<file path="src/rtl/isp_pkg.sv">
package isp_pkg;
  typedef enum logic [1:0] {
    OP_NOP  = 2'd0,
    OP_ADD  = 2'd1,
    OP_MUL  = 2'd2,
    OP_WMUL = 2'd3
  } op_e;

  function automatic logic op_is_long(op_e op);
    return op == OP_WMUL;
  endfunction
endpackage

</file>
<file path="src/rtl/isp_alu.sv">
module isp_alu
  import isp_pkg::*;
#(
  parameter int W = 16
) (
  input  op_e              op,
  input  logic [W-1:0]     a,
  input  logic [W-1:0]     b,
  output logic [2*W-1:0]   res
);
  localparam int DW = 2 * W;

  logic [DW-1:0] prod;
  logic [W-1:0]  sum;

  always_comb begin
    prod = {{W{1'b0}}, a} * {{W{1'b0}}, b};
    sum  = a + b;
    unique case (op)
      OP_ADD:  res = {{W{1'b0}}, sum};
      OP_MUL:  res = {{W{1'b0}}, prod[W-1:0]};
      OP_WMUL: res = prod;
      default: res = '0;
    endcase
  end
endmodule

</file>
<file path="src/rtl/isp_slot.sv">
module isp_slot #(
  parameter int PW = 8
) (
  input  logic          clk,
  input  logic          rst,
  input  logic          adv,
  input  logic          in_v,
  input  logic [PW-1:0] in_p,
  output logic          out_v,
  output logic [PW-1:0] out_p
);
  always_ff @(posedge clk) begin
    if (rst)      out_v <= 1'b0;
    else if (adv) out_v <= in_v;
  end

  // payload is not reset; the valid bit alone qualifies it
  always_ff @(posedge clk) begin
    if (adv) out_p <= in_p;
  end
endmodule

</file>
<file path="src/rtl/isp_ctrl.sv">
module isp_ctrl
  import isp_pkg::*;
(
  input  logic clk,
  input  logic rst,
  input  logic issue_valid,
  input  op_e  issue_op,
  input  logic any_live,
  output logic issue_ready,
  output logic fire,
  output logic mode_long,
  output logic mode_long_next
);
  logic busy_q;
  logic compat;

  always_comb begin
    compat = !any_live || (issue_op == OP_NOP) ||
             (op_is_long(issue_op) == mode_long);
    issue_ready    = !busy_q && compat;
    fire           = issue_valid && issue_ready;
    mode_long_next = (issue_op != OP_NOP) ? op_is_long(issue_op) : mode_long;
  end

  always_ff @(posedge clk) begin
    if (rst) begin
      busy_q    <= 1'b0;
      mode_long <= 1'b0;
    end else begin
      // each long-class step holds the port for one extra clock
      busy_q <= fire && mode_long_next;
      if (fire) mode_long <= mode_long_next;
    end
  end
endmodule

</file>
<file path="src/rtl/issue_step_pipe.sv">
module issue_step_pipe
  import isp_pkg::*;
#(
  parameter int W  = 16,
  parameter int IW = 5
) (
  input  logic            clk,
  input  logic            rst,
  input  logic            issue_valid,
  output logic            issue_ready,
  input  logic [1:0]      issue_op,
  input  logic [W-1:0]    issue_a,
  input  logic [W-1:0]    issue_b,
  input  logic [IW-1:0]   issue_dest,
  output logic            wr_en,
  output logic [IW-1:0]   wr_idx,
  output logic [2*W-1:0]  wr_data
);
  localparam int DW   = 2 * W;
  localparam int OPW  = 2;
  localparam int P0W  = OPW + 2 * W;
  localparam int LAST = 2;

  op_e           op_in;
  logic          fire, mode_long, mode_long_next, any_live;

  logic          v0;
  logic [P0W-1:0] p0;
  op_e           op0;
  logic [W-1:0]  a0, b0;
  logic [DW-1:0] res0;

  logic          vs [1:LAST];
  logic [DW-1:0] rs [1:LAST];

  logic          exit_v;
  logic [DW-1:0] exit_res;

  assign op_in = op_e'(issue_op);

  isp_ctrl u_ctrl (
    .clk            (clk),
    .rst            (rst),
    .issue_valid    (issue_valid),
    .issue_op       (op_in),
    .any_live       (any_live),
    .issue_ready    (issue_ready),
    .fire           (fire),
    .mode_long      (mode_long),
    .mode_long_next (mode_long_next)
  );

  // entry stage: captures opcode and operands
  isp_slot #(.PW(P0W)) u_slot0 (
    .clk   (clk),
    .rst   (rst),
    .adv   (fire),
    .in_v  (op_in != OP_NOP),
    .in_p  ({issue_op, issue_a, issue_b}),
    .out_v (v0),
    .out_p (p0)
  );

  assign op0 = op_e'(p0[P0W-1 -: OPW]);
  assign a0  = p0[2*W-1:W];
  assign b0  = p0[W-1:0];

  isp_alu #(.W(W)) u_alu (
    .op  (op0),
    .a   (a0),
    .b   (b0),
    .res (res0)
  );

  // result stages; the last one is unused by the long class
  for (genvar g = 1; g <= LAST; g++) begin : g_res
    logic          in_v;
    logic [DW-1:0] in_p;
    if (g == 1) begin : g_first
      assign in_v = v0;
      assign in_p = res0;
    end else begin : g_next
      assign in_v = vs[g-1] && !mode_long_next;
      assign in_p = rs[g-1];
    end
    isp_slot #(.PW(DW)) u_slot (
      .clk   (clk),
      .rst   (rst),
      .adv   (fire),
      .in_v  (in_v),
      .in_p  (in_p),
      .out_v (vs[g]),
      .out_p (rs[g])
    );
  end

  assign any_live = v0 || vs[1] || vs[2];

  always_comb begin
    if (mode_long) begin
      exit_v   = vs[1];
      exit_res = rs[1];
    end else begin
      exit_v   = vs[LAST];
      exit_res = rs[LAST];
    end
  end

  always_ff @(posedge clk) begin
    if (rst) wr_en <= 1'b0;
    else     wr_en <= fire && exit_v;
  end

  always_ff @(posedge clk) begin
    if (fire) begin
      wr_idx  <= issue_dest;
      wr_data <= exit_res;
    end
  end
endmodule

</file>
<file path="config.mk">
export PLATFORM = sky130hd
export DESIGN_NAME = issue_step_pipe
export DESIGN_NICKNAME = d
export VERILOG_FILES = /design/src/rtl/isp_pkg.sv /design/src/rtl/isp_alu.sv /design/src/rtl/isp_slot.sv /design/src/rtl/isp_ctrl.sv /design/src/rtl/issue_step_pipe.sv
export SDC_FILE = /design/constraint.sdc
export NUM_CORES = 1
export LEC_CHECK = 0
export CORE_MARGIN = 1
export CORE_UTILIZATION = 40
export CTS_CLUSTER_SIZE = 20
export DETAILED_ROUTE_END_ITERATION = 16
export GPL_TIMING_DRIVEN = 0
export MAX_ROUTING_LAYER = met4
export PLACE_DENSITY = 0.68
export RECOVER_POWER = 25
export SLEW_MARGIN = 30
export SYNTH_ARGS = -nofsm -noshare
export SYNTH_HDL_FRONTEND = slang
export SYNTH_SLANG_ARGS = --single-unit
</file>
<file path="constraint.sdc">
create_clock -name clk -period 13.7 [get_ports clk]
set_input_delay 2.055 -clock clk [delete_from_list [all_inputs] [get_ports clk]]
set_output_delay 2.055 -clock clk [all_outputs]
set_load 0.02 [all_outputs]
</file>
== Yosys cells after proc, flatten, opt, wreduce, memory -nomap -nowiden ==
Index checks and enable logic that the tools add are counted.

* Magnitude comparators: 0
* Muxes and demuxes: 4
* Reductions and logical operators: 14
* Divide/modulo/power cells: 0
* Multiply operators: 1
* Shift operators: 0
* Equality and inequality tests: 5
* Bitwise operators: 0
* Add/subtract/negate cells: 1

{| class="wikitable"
|+ Operators with widths
! cell !! count
|-
| $pmux W32 S3 || 1
|-
| $mul A16 B16 Y32 || 1
|-
| $mux W32 || 1
|-
| $add A16 B16 Y16 || 1
|-
| $eq A2 B2 Y1 const B || 3
|-
| $logic_and A1 B1 Y1 || 5
|-
| $logic_or A1 B1 Y1 || 4
|-
| $logic_not A1 Y1 || 3
|-
| $eq A2 B1 Y1 const B || 1
|-
| $logic_not A2 Y1 || 1
|-
| $mux W1 || 2
|-
| $reduce_bool A2 Y1 || 1
|-
| $eq A1 B1 Y1 || 1
|}

* Memories: 0
* Bits in read-only memories: 0
* RAM bits: 0
* Word-level logic and storage cells: 36
* Register bits: 141
* Output and inout port bits: 39
* Latch bits: 0
* Bits of input ports: 42

== Longest topological paths before layout ==
Gate-level depths: netlist (run 1).

* Depth after elaboration: 8
* Mapped depth: 23
* Mapped depth without buffers: 21

== Cells and area by module ==
A second synthesis (run 1) with hierarchy kept.

* Cell total of the unflattened synthesis: 1347
* Area total of the unflattened synthesis: 14601.5 sq um

{| class="wikitable"
|+ By module, submodules not included
! module !! seq. area each (sq um) !! cells each !! area an instance (sq um) !! instances
|-
| isp_alu || 0.0 || 1144 || 9711.8 || 1
|-
| isp_slot (g_res[1].u_slot ...) || 980.9 || 35 || 994.7 || 2
|-
| issue_step_pipe || 1131.1 || 79 || 1711.6 || 1
|-
| isp_slot (u_slot0) || 1041.0 || 37 || 1054.8 || 1
|-
| isp_ctrl || 40.0 || 17 || 133.9 || 1
|}

== Worst setup path before layout (run 1) ==
Ideal clock, no wire load.

* Path type: in2reg
* Start point: in issue_op[1]
* End point: reg g_res[1].u_slot.out_v
* Path slack: 6.450 ns
* Setup time: 0.130 ns
* Arrival time: 7.120 ns
* Stages: 7
* Path through: xnor2_1 -> a211oi_1 -> nor2_1 -> and2_1 -> clkbuf_1 -> mux2i_1 -> nor2_1

* Longest elaborated chain between the ends: 5
* Elaborated cells on any way between the ends: 7
* Those cells by class: eq/ne (2); reduce/logical (5)

{| class="wikitable"
|+ RTL lines
! what !! RTL line !! source
|-
| start, declared || issue_step_pipe.sv:11 || <nowiki>input logic [1:0] issue_op,</nowiki>
|-
| $eq A2 B2 Y1 / $logic_not A2 Y1 (equally long branches) || isp_pkg.sv:10, isp_ctrl.sv:18 ||
|-
| $eq A1 B1 Y1 / $logic_or A1 B1 Y1 (equally long branches) || isp_ctrl.sv:19, isp_ctrl.sv:18 ||
|-
| $logic_or A1 B1 Y1 * || isp_ctrl.sv:18 || <nowiki>compat = !any_live || (issue_op == OP_NOP) ||</nowiki>
|-
| $logic_and A1 B1 Y1 * || isp_ctrl.sv:20 || <nowiki>issue_ready = !busy_q && compat;</nowiki>
|-
| via issue_ready || issue_step_pipe.sv:10 || <nowiki>output logic issue_ready,</nowiki>
|-
| $logic_and A1 B1 Y1 * || isp_ctrl.sv:21 || <nowiki>fire = issue_valid && issue_ready;</nowiki>
|-
| via fire || issue_step_pipe.sv:25 || <nowiki>logic fire, mode_long, mode_long_next, any_live;</nowiki>
|-
| end signal, assigned || isp_slot.sv:14 || <nowiki>else if (adv) out_v <= in_v;</nowiki>
|-
| end, declared || isp_slot.sv:9 || <nowiki>output logic out_v,</nowiki>
|}

Mark *: on every way through the listed nets, which the timed path passes. The rest lies on a longest branch.
A chain may end at the register's enable or synchronous reset.

== Final worst setup path (run 1) ==
* Start point: reg u_slot0.out_p[26]
* End point: reg g_res[1].u_slot.out_p[28] (data pin)

* Longest elaborated chain between the ends: 2

{| class="wikitable"
|+ RTL lines
! what !! RTL line !! source
|-
| start, declared || isp_slot.sv:10 || <nowiki>output logic [PW-1:0] out_p</nowiki>
|-
| start signal, assigned || isp_slot.sv:19 || <nowiki>if (adv) out_p <= in_p;</nowiki>
|-
| $mul A16 B16 Y32 || isp_alu.sv:17 || <nowiki>prod = {{W{1'b0}}, a} * {{W{1'b0}}, b};</nowiki>
|-
| $pmux W32 S3 || isp_alu.sv:19 || <nowiki>unique case (op)</nowiki>
|-
| via g_res[1].in_p[28] || issue_step_pipe.sv:78 || <nowiki>logic [DW-1:0] in_p;</nowiki>
|-
| end signal, assigned || isp_slot.sv:19 ||
|-
| end, declared || isp_slot.sv:10 ||
|}

The timed path passes the listed nets, and every way through them passes these cells.

==> results of run 1 <==
-- cells by family after synthesis --
group	synth area share [%]
compound gates	7.00
xor+xnor	2.08
fa+ha+maj	37.8
buf+inv	7.97
flops	29.2
mux	2.73
simple gates	13.2
-- path summary, 6_finish.rpt --
path	to
hold / removal	g_res[2].u_slot.out_p[16]
hold reg to reg	g_res[2].u_slot.out_p[16]
setup reg to reg	g_res[1].u_slot.out_p[28]
setup / recovery	g_res[1].u_slot.out_p[28]
-- layer usage --
metal  global-route usage [%]  vias to the layer above  wire (um)
li1                         -                     4573          -
met1                     27.7                     5084      15700
met2                     35.7                      291      17500
met3                     3.82                       62       1850
met4                     7.66                        0       1060
met5                        -                        -          0
-- stage by stage --
stage	util, %	std cells	setup WS (ns)
after floorplan	-	1355	6.45
after global placement	44.9	1890	4.48
after detailed placement	45.1	1893	6.81
after CTS	46.7	1925	6.78
after global routing	46.7	1925	6.48
final	46.7	1925	6.72
-- layout make-up --
type	instances	area share [%]
multi-input combinational	921	55.2
clock buffer	19	2.66
buffer	51	1.43
timing repair buffer	83	5.33
sequential	141	25.6
clock inverter	13	0.715
tap	455	3.50
inverter	242	5.58
-- synth_stat cells, types with 2 or more instances --
| library cell | number |
|---|---|
| sky130_fd_sc_hd__xnor2_1 | 24 |
| sky130_fd_sc_hd__nand2_1 | 172 |
| sky130_fd_sc_hd__or3_1 | 4 |
| sky130_fd_sc_hd__o21ai_1 | 2 |
| sky130_fd_sc_hd__o21bai_1 | 5 |
| sky130_fd_sc_hd__a21o_1 | 19 |
| sky130_fd_sc_hd__fa_1 | 195 |
| sky130_fd_sc_hd__nor3b_1 | 2 |
| sky130_fd_sc_hd__nand4_1 | 10 |
| sky130_fd_sc_hd__o211ai_1 | 3 |
| sky130_fd_sc_hd__nor2_1 | 34 |
| sky130_fd_sc_hd__a31oi_1 | 6 |
| sky130_fd_sc_hd__a211oi_1 | 12 |
| sky130_fd_sc_hd__mux2i_1 | 3 |
| sky130_fd_sc_hd__dfxtp_1 | 6 |
| sky130_fd_sc_hd__nand3_1 | 11 |
| sky130_fd_sc_hd__a21oi_1 | 42 |
| sky130_fd_sc_hd__and2_1 | 117 |
| sky130_fd_sc_hd__xor2_1 | 10 |
| sky130_fd_sc_hd__ha_1 | 120 |
| sky130_fd_sc_hd__o21ai_0 | 32 |
| sky130_fd_sc_hd__and2_4 | 2 |
| sky130_fd_sc_hd__edfxtp_1 | 135 |
| sky130_fd_sc_hd__buf_1 | 3 |
| sky130_fd_sc_hd__o21a_1 | 10 |
| sky130_fd_sc_hd__clkbuf_2 | 2 |
| sky130_fd_sc_hd__mux2_2 | 32 |
| sky130_fd_sc_hd__buf_6 | 4 |
| sky130_fd_sc_hd__buf_2 | 5 |
| sky130_fd_sc_hd__clkbuf_1 | 37 |
| sky130_fd_sc_hd__nor4_1 | 2 |
| sky130_fd_sc_hd__and3_1 | 3 |
| sky130_fd_sc_hd__o2111ai_1 | 3 |
| sky130_fd_sc_hd__nor3_1 | 11 |
| sky130_fd_sc_hd__a22o_1 | 4 |
| sky130_fd_sc_hd__o31ai_1 | 2 |
| sky130_fd_sc_hd__inv_1 | 242 |
| sky130_fd_sc_hd__nand2b_1 | 6 |
| sky130_fd_sc_hd__nor2b_1 | 3 |
-- flip-flops by register name, indices dropped and copies added, names as in the netlist --
name / flops
u_slot0.out_p: 34
wr_data: 32
g_res.u_slot.out_v: 2
wr_idx: 5
u_ctrl.mode_long: 1
g_res.u_slot.out_p: 64
wr_en: 1
u_ctrl.busy_q: 1
u_slot0.out_v: 1
==> reports/qor.csv, run 1 <==
stage,metric,value,unit
synth,synth.avg_cell_area,10.5,um^2
critical_path,crit_buf_inv,4,
finish,postLayoutCellArea,16300,um^2
critical_path,worstPathCellList,clkbuf_1 -> nand2_1 -> fa_1 -> fa_1 -> fa_1 -> fa_1 -> inv_1 -> fa_1 -> inv_1 -> fa_1 -> inv_1 -> ha_1 -> a21oi_1 -> o21ai_0 -> a221o_1 -> a21oi_2 -> and4b_4 -> nor3_1 -> nor3b_2,
synth,synth_area_leaders,"sky130_fd_sc_hd__edfxtp_1, sky130_fd_sc_hd__fa_1, sky130_fd_sc_hd__ha_1",
route,first_iter_violations,654,
die,overall_die_area,36500,um^2
finish,regArea,4170,um^2
placement,detailedPlacementHpwl,28900,um
die,dieWidth,191,um
synth,syn_nets,1712,
critical_path,critPathLaunch,u_slot0.out_p[26],
critical_path,timing.critical_path.fanout_max,10,
route,dr_total_vias,10000,
clocking,h-tree-depth,4,
route,totalWireLength,36200,um
grt,grt_pass1_vias,10700,
placement,port_buffers,80,
sta,finalSetupViolations,0,
critical_path,timing.critical_path.from_type,flop,
sta,time_the_final_worst_path_needs_with_i_o_delays_and_setup,6.98,ns
sta,timing_hold_violations_final,0,
clocking,insertion_delay,0.45,ns
grt,wire_length_of_the_first_global_routing_pass,58300,um
critical_path,worstReg2RegStart,u_slot0.out_p[26],
min_path,min_delay_path_depth,0,
finish,layout_common_cells,"sky130_fd_sc_hd__inv_1, sky130_fd_sc_hd__fa_1, sky130_fd_sc_hd__nand2_1",
critical_path,reg2reg_depth,19,
min_path,hp-start,g_res[1].u_slot.out_p[16],
sta,relative_slew_slack,51.5,%
grt,globalRouteOverflowTotal,0,
synth,synth_warnings,0,
sta,post-route-period-util,50.9,%
finish,multiInputGateArea,8980,um^2
grt,all_layer_gr_usage,22.0,%
synth,async_flop_share,0,%
route,routedWlPerCell,18.8,um
synth,synth.distinct_cells,59,
grt,grt_antenna_before_repair,1,
die,die-height,191,um
sta,achievable-frequency,143,MHz
finish,final_common_cell,sky130_fd_sc_hd__inv_1,
die,pin_count,81,
synth,synth-seq-area-share,29.2,%
clocking,tritoncts_num_sinks,141,
finish,final_nets,1814,
clocking,hold_buffer_count_at_cts,0,
die,rows,68,
critical_path,criticalPathCategory,reg2reg,
min_path,worst_hold_path_class,reg2reg,
synth,synth-edff-count,135,
run_status,outcome,"complete, no violations",
critical_path,critPathTopFamily,adder cells,
critical_path,cp_common_cell,sky130_fd_sc_hd__fa_1,
sta,rsz0062_at_grt,false,
finish,syn2layout_area_growth,13.9,%
clocking,cts_post_setup_buffers_inserted,0,
critical_path,slowest_stage,sky130_fd_sc_hd__edfxtp_1,
sta,skew,0.0156,ns
route,remaining_drc_errors,0,
die,initial_utilization,41.0,%
clocking,cts_tree,built,
critical_path,worst-endpoint-required,13.88,ns
finish,antenna-diode-count,0,
sta,timing.setup.tns,0,ns
synth,yosys.area.top_type_share,28.4,%
finish,drive_above_1_share,5.92,%
clocking,cts_root_buffer,sky130_fd_sc_hd__clkbuf_16,
grt,grt_max_degree,48,
die,core_area,34900,um^2
critical_path,crit_arrival,7.15,ns
route,drt.antenna.violating_nets,0,
route,vias_per_cell,5.20,
critical_path,timing.critical_path.to_type,flop,
placement,placedInstanceArea,15700,um^2
clocking,clk_pin_slew,0.07,ns
clocking,cts-buffers-inserted,17,
placement,place.gp.congestion,0.927,
synth,syn-cell-area,14300,um^2
route,drt_pass1_iterations,5,
job,cap_violations,0,
synth,dominantRegCellSynth,sky130_fd_sc_hd__edfxtp_1,
sta,slew_at_the_pin_closest_to_its_max_slew_limit,0.728,ns
synth,postSynthCellCount,1355,
synth,yosys.area.top_type,sky130_fd_sc_hd__edfxtp_1,
finish,layout.filler_cells,3285,
sta,fin_hold_ws,0.447,ns
synth,yosys_reg_bits,141,
critical_path,critical_path_depth,19,
sta,slew_viol_final,0,
clocking,cts-resized-gates,0,
critical_path,crit_path_max_incr_delay,0.67,ns
clocking,cts.path.max_buffers,2,
critical_path,r2r_slack,6.72,ns
Power of run 1 is not shown: default switching activity piles up to over one toggle a cycle in this logic, so the estimate is an artifact.
==> run 2: changes to the inputs <==
clock period = 6.5 ns   (was 13.7 ns; I/O delays follow)
==> run 2 against run 1 <==
Clock-buffer cell count did not move. Clock skew fell by 0.00090 ns. Final area rose by 2.4%. Largest cell class unchanged. Critical path type unchanged.
==> reports/qor.csv, run 2 (synthesis results as in run 1) <==
stage,metric,value,unit,change
sta,time_the_final_worst_path_needs_with_i_o_delays_and_setup,6.37,ns,was 6.98 ns
clocking,insertion_delay,0.45,ns,about the same
finish,multiInputGateArea,9020,um^2,was 8980 um^2
finish,layout_common_cells,"sky130_fd_sc_hd__inv_1, sky130_fd_sc_hd__fa_1, sky130_fd_sc_hd__nand2_1",,unchanged
sta,post-route-period-util,98.0,%,was 50.9%
clocking,cts_root_buffer,sky130_fd_sc_hd__clkbuf_16,,unchanged
finish,layout.filler_cells,3269,,was 3285
clocking,h-tree-depth,4,,unchanged
critical_path,timing.critical_path.from_type,flop,,unchanged
route,drt.antenna.violating_nets,0,,unchanged
critical_path,criticalPathCategory,reg2reg,,unchanged
finish,utilization,47.8,%,was 46.7%
finish,final_nets,1848,,was 1814
critical_path,crit_arrival,6.54,ns,was 7.15 ns
grt,wire_length_of_the_first_global_routing_pass,59000,um,was 58300 um
die,dieWidth,191,um,unchanged
placement,detailedPlacementHpwl,28900,um,unchanged
route,first_iter_violations,669,,was 654
finish,layout_top_registers,"g_res.u_slot.out_p: 64 flops, u_slot0.out_p: 34 flops, wr_data: 32 flops",,unchanged
finish,drive_above_1_share,10.3,%,was 5.92%
grt,grt_pass1_vias,10700,,about the same
grt,globalRouteOverflowTotal,0,,unchanged
die,core_area,34900,um^2,unchanged
clocking,cts_tree,built,,unchanged
die,pin_count,81,,unchanged
grt,all_layer_gr_usage,22.4,%,was 22.0%
sta,timing.setup.tns,0,ns,unchanged
critical_path,timing.critical_path.fanout_max,10,,unchanged
die,initial_utilization,41.0,%,unchanged
route,totalWireLength,37000,um,was 36200 um
sta,slew_at_the_pin_closest_to_its_max_slew_limit,0.598,ns,was 0.728 ns
finish,antenna-diode-count,0,,unchanged
placement,pre_cts_ws,-0.387,ns,was 6.81 ns
sta,slew_viol_final,0,,unchanged
placement,port_buffers,80,,unchanged
route,remaining_drc_errors,0,,unchanged
grt,grt_max_degree,48,,unchanged
route,dr_total_vias,10200,,was 10000
grt,grt_antenna_before_repair,0,,was 1
route,drt_pass1_iterations,5,,unchanged
finish,regArea,4170,um^2,unchanged
clocking,cts-buffers-inserted,17,,unchanged
finish,final_common_cell,sky130_fd_sc_hd__inv_1,,unchanged
sta,timing_hold_violations_final,0,,unchanged
finish,postLayoutCellArea,16700,um^2,was 16300 um^2
placement,place.gp.congestion,0.927,,unchanged
job,cap_violations,0,,unchanged
clocking,tritoncts_num_sinks,141,,unchanged
route,vias_per_cell,5.18,,was 5.20
route,routedWlPerCell,18.9,um,was 18.8 um
run_status,outcome,"complete, no violations",,unchanged
finish,syn2layout_area_growth,16.6,%,was 13.9%
finish,max_flop_register,g_res.u_slot.out_p,,unchanged
finish,largest_register_ff_count,64,,unchanged
die,rows,68,,unchanged
clocking,cts.path.max_buffers,2,,unchanged
critical_path,timing.critical_path.to_type,flop,,unchanged
sta,finalSetupViolations,0,,unchanged
clocking,hold_buffer_count_at_cts,0,,unchanged
critical_path,worst-endpoint-required,6.68,ns,was 13.88 ns
die,die-height,191,um,unchanged
sta,achievable-frequency,157,MHz,was 143 MHz
sta,relative_slew_slack,60.1,%,was 51.5%
sta,setup_slack,0.133,ns,was 6.72 ns
sta,skew,0.0147,ns,was 0.0156 ns
placement,placedInstanceArea,15700,um^2,unchanged
clocking,clk_pin_slew,0.07,ns,about the same
min_path,worst_hold_path_class,reg2reg,,unchanged
die,overall_die_area,36500,um^2,unchanged
run 2: cell count changes in the layout (fill, tap and decap cells not counted), moves of 5 or more:
cell / previous run / this run
sky130_fd_sc_hd__buf_4: 0 / 38
sky130_fd_sc_hd__clkbuf_1: 42 / 11
sky130_fd_sc_hd__clkdlybuf4s50_1: 68 / 41
sky130_fd_sc_hd__dlygate4sd3_1: 12 / 39
sky130_fd_sc_hd__clkbuf_2: 2 / 12
sky130_fd_sc_hd__clkbuf_4: 1 / 7
sky130_fd_sc_hd__buf_6: 4 / 9
run 2: final timing paths:
kind                                             endpoint  slack (ns)                      start  cells after the start
worst max register to register  g_res[1].u_slot.out_p[28]        0.13          u_slot0.out_p[27]                     19
worst min register to register  g_res[2].u_slot.out_p[16]        0.45  g_res[1].u_slot.out_p[16]                      0
worst min-delay path            g_res[2].u_slot.out_p[16]        0.45  g_res[1].u_slot.out_p[16]                      0
worst max-delay path            g_res[1].u_slot.out_p[28]        0.13          u_slot0.out_p[27]                     19
run 2: metrics by stage:
step,hold slack (ns),cells
after floorplan,0.420,1355
after global placement,0.427,1890
after detailed placement,0.432,1893
after CTS,0.449,1934
after global routing,0.459,1959
final,0.448,1959
run 2: area by class of cell:
type	count	area share (%)
multi-input combinational	921	54.1
clock buffer	19	2.60
inverter	242	5.45
clock inverter	13	0.698
timing repair buffer	117	6.74
tap	455	3.42
sequential	141	25.0
buffer	51	1.95
run 2: layer usage:
metal | part of all wire (%) | GRT usage (%) | up-vias
met1 | 44 | 28.2 | 5148
met5 | 0 | - | -
li1 | - | - | 4643
met3 | 5.5 | 4.20 | 58
met4 | 3.3 | 8.43 | 0
met2 | 48 | 35.7 | 304
run 2: critical path: stages (launching register included):
cell,delay (ns)
sky130_fd_sc_hd__edfxtp_1,0.65
sky130_fd_sc_hd__buf_6,0.24
sky130_fd_sc_hd__nand2_1,0.10
sky130_fd_sc_hd__fa_1,0.53
sky130_fd_sc_hd__fa_1,0.49
sky130_fd_sc_hd__fa_1,0.55
sky130_fd_sc_hd__inv_1,0.06
sky130_fd_sc_hd__fa_1,0.49
sky130_fd_sc_hd__fa_1,0.49
sky130_fd_sc_hd__inv_1,0.05
sky130_fd_sc_hd__fa_1,0.47
sky130_fd_sc_hd__inv_1,0.09
sky130_fd_sc_hd__ha_1,0.36
sky130_fd_sc_hd__and2_4,0.20
sky130_fd_sc_hd__and3_4,0.19
sky130_fd_sc_hd__a221o_1,0.38
sky130_fd_sc_hd__a21oi_4,0.24
sky130_fd_sc_hd__and4b_4,0.25
sky130_fd_sc_hd__nor3_1,0.18
sky130_fd_sc_hd__nor3b_2,0.08
run 2: repair_timing:
item                                   CTS  global route
setup buffers                            9            25
setup endpoints to repair               14            12
endpoints found under the hold margin    0             0
gates resized for setup                 31            53
pin swaps                                0             1
Power of run 2 is left out for the same reason.
==> run 3: changes to the inputs <==
GPL_ROUTABILITY_DRIVEN = 0   (was not set)
==> run 3 against run 2 <==
Non-clock buffer count is 4 lower. Final area decreased by 0.24%. First-iteration DRC count up 15%. Hold slack worse by 0.0045 ns. Worst setup slack improved by 0.033 ns. Critical path depth increased by 2. Final cell count is 0.15% lower. Via count grew 0.28%. Largest cell class unchanged. Die area is the same. Flip-flop and latch count stayed put. Global-route usage shrank 1.2 points. Critical endpoint unchanged.
==> reports/qor.csv, run 3 (synthesis results as in run 1) <==
stage,metric,value,unit,change
run_status,outcome,"complete, no violations",,unchanged
placement,detailedPlacementHpwl,27800,um,was 28900 um
grt,wire_length_of_the_first_global_routing_pass,56800,um,was 59000 um
sta,slew_viol_final,0,,unchanged
clocking,cts-buffers-inserted,17,,unchanged
critical_path,r2r_slack,0.17,ns,was 0.13 ns
sta,finalSetupViolations,0,,unchanged
route,routedWlPerCell,18.2,um,was 18.9 um
die,overall_die_area,36500,um^2,unchanged
route,drt.antenna.violating_nets,0,,unchanged
clocking,insertion_delay,0.43,ns,was 0.45 ns
clocking,h-tree-depth,4,,unchanged
critical_path,crit_arrival,6.50,ns,was 6.54 ns
route,dr_total_vias,10200,,about the same
sta,fin_hold_ws,0.443,ns,was 0.448 ns
placement,placed_cells_incl_taps,1893,,unchanged
finish,max_flop_register,g_res.u_slot.out_p,,unchanged
route,first_iter_violations,771,,was 669
placement,port_buffers,80,,unchanged
clocking,cts_root_buffer,sky130_fd_sc_hd__clkbuf_16,,unchanged
sta,relative_slew_slack,61.5,%,was 60.1%
die,die-height,191,um,unchanged
finish,layoutNonFillerInstCount,1956,,was 1959
finish,layout_common_cells,"sky130_fd_sc_hd__inv_1, sky130_fd_sc_hd__fa_1, sky130_fd_sc_hd__nand2_1",,unchanged
finish,drive_above_1_share,10.0,%,was 10.3%
job,cap_violations,0,,unchanged
finish,largest_register_ff_count,64,,unchanged
sta,achievable-frequency,158,MHz,was 157 MHz
grt,grt_max_degree,49,,was 48
grt,grt_pass1_vias,10500,,was 10700
critical_path,criticalPathCategory,reg2reg,,unchanged
sta,post-route-period-util,97.5,%,was 98.0%
sta,skew,0.0201,ns,was 0.0147 ns
finish,final_common_cell,sky130_fd_sc_hd__inv_1,,unchanged
route,totalWireLength,35500,um,was 37000 um
clocking,tritoncts_num_sinks,141,,unchanged
die,core_area,34900,um^2,unchanged
critical_path,timing.critical_path.to_type,flop,,unchanged
clocking,cts_tree,built,,unchanged
grt,globalRouteOverflowTotal,0,,unchanged
critical_path,timing.critical_path.fanout_max,10,,unchanged
die,initial_utilization,41.0,%,unchanged
die,pin_count,81,,unchanged
min_path,worst_hold_path_class,reg2reg,,unchanged
finish,final_nets,1844,,was 1848
sta,setup_slack,0.166,ns,was 0.133 ns
critical_path,worst-endpoint-required,6.67,ns,was 6.68 ns
finish,layout_top_registers,"g_res.u_slot.out_p: 64 flops, u_slot0.out_p: 34 flops, wr_data: 32 flops",,unchanged
die,dieWidth,191,um,unchanged
sta,time_the_final_worst_path_needs_with_i_o_delays_and_setup,6.33,ns,was 6.37 ns
clocking,cts.path.max_buffers,2,,unchanged
die,rows,68,,unchanged
clocking,hold_buffer_count_at_cts,0,,unchanged
critical_path,timing.critical_path.from_type,flop,,unchanged
grt,grt_antenna_before_repair,2,,was 0
clocking,clk_pin_slew,0.07,ns,about the same
finish,syn2layout_area_growth,16.3,%,was 16.6%
route,drt_pass1_iterations,5,,unchanged
grt,all_layer_gr_usage,21.2,%,was 22.4%
placement,pre_cts_ws,-0.262,ns,was -0.387 ns
sta,timing_hold_violations_final,0,,unchanged
route,vias_per_cell,5.21,,was 5.18
route,remaining_drc_errors,0,,unchanged
sta,slew_at_the_pin_closest_to_its_max_slew_limit,0.574,ns,was 0.598 ns
[run 3: worst max-delay path, stage by stage (launching register included)]
cell,delay [ns]
sky130_fd_sc_hd__edfxtp_1,0.54
sky130_fd_sc_hd__clkbuf_4,0.31
sky130_fd_sc_hd__nand2_1,0.09
sky130_fd_sc_hd__fa_1,0.49
sky130_fd_sc_hd__inv_1,0.05
sky130_fd_sc_hd__fa_1,0.50
sky130_fd_sc_hd__inv_1,0.05
sky130_fd_sc_hd__fa_1,0.53
sky130_fd_sc_hd__inv_1,0.05
sky130_fd_sc_hd__fa_1,0.44
sky130_fd_sc_hd__fa_1,0.49
sky130_fd_sc_hd__inv_1,0.05
sky130_fd_sc_hd__fa_1,0.58
sky130_fd_sc_hd__inv_1,0.07
sky130_fd_sc_hd__ha_1,0.35
sky130_fd_sc_hd__and2_4,0.19
sky130_fd_sc_hd__and3_4,0.19
sky130_fd_sc_hd__a221o_1,0.38
sky130_fd_sc_hd__a21oi_4,0.21
sky130_fd_sc_hd__and4b_4,0.25
sky130_fd_sc_hd__nor3_1,0.18
sky130_fd_sc_hd__nor3b_2,0.07
[run 3: what timing repair did]
action,4_1_cts,5_1_grt
pin swaps,0,1
setup buffers,8,22
endpoints found under the setup margin,13,12
resized for setup,24,40
[run 3: final cells by class]
class                   count  area, um^2
flip-flops and latches    141        4170
inverters                 242         908
repair buffers            113        1100
clock buffers              18         429
diodes                      1        2.50
clock inverters            14         133
fillers                  3221       18300
well taps                 455         569
multi-input cells         921        9020
plain buffers              51         295
[run 3: per-stage QoR]
| stage | TNS [ns] | instance area, um^2 | util (%) |
|---|---|---|---|
| 2_1_floorplan | 0 | 14300 | - |
| 3_3_place_gp | -223.53 | 15700 | 44.9 |
| 3_5_place_dp | -1.20 | 15700 | 45.1 |
| 4_1_cts | 0 | 16400 | 47.0 |
| 5_1_grt | -0.00894 | 16600 | 47.7 |
| 6_report | 0 | 16600 | 47.7 |
[run 3: path summary, 6_finish.rpt]
check | start | end | depth (start not counted)
max | u_slot0.out_p[21] | g_res[1].u_slot.out_p[28] | 21
min | g_res[1].u_slot.out_p[15] | g_res[2].u_slot.out_p[15] | 0
max reg2reg | u_slot0.out_p[21] | g_res[1].u_slot.out_p[28] | 21
min reg2reg | g_res[1].u_slot.out_p[15] | g_res[2].u_slot.out_p[15] | 0
[run 3: layer usage]
metal | share of wire [%] | track usage, % | routed length [um]
met5 | 0 | - | 0
met4 | 3.6 | 8.92 | 1280
met3 | 6.4 | 3.36 | 2270
met2 | 48 | 33.7 | 17200
met1 | 42 | 26.8 | 14700
Power of run 3 is left out for the same reason.
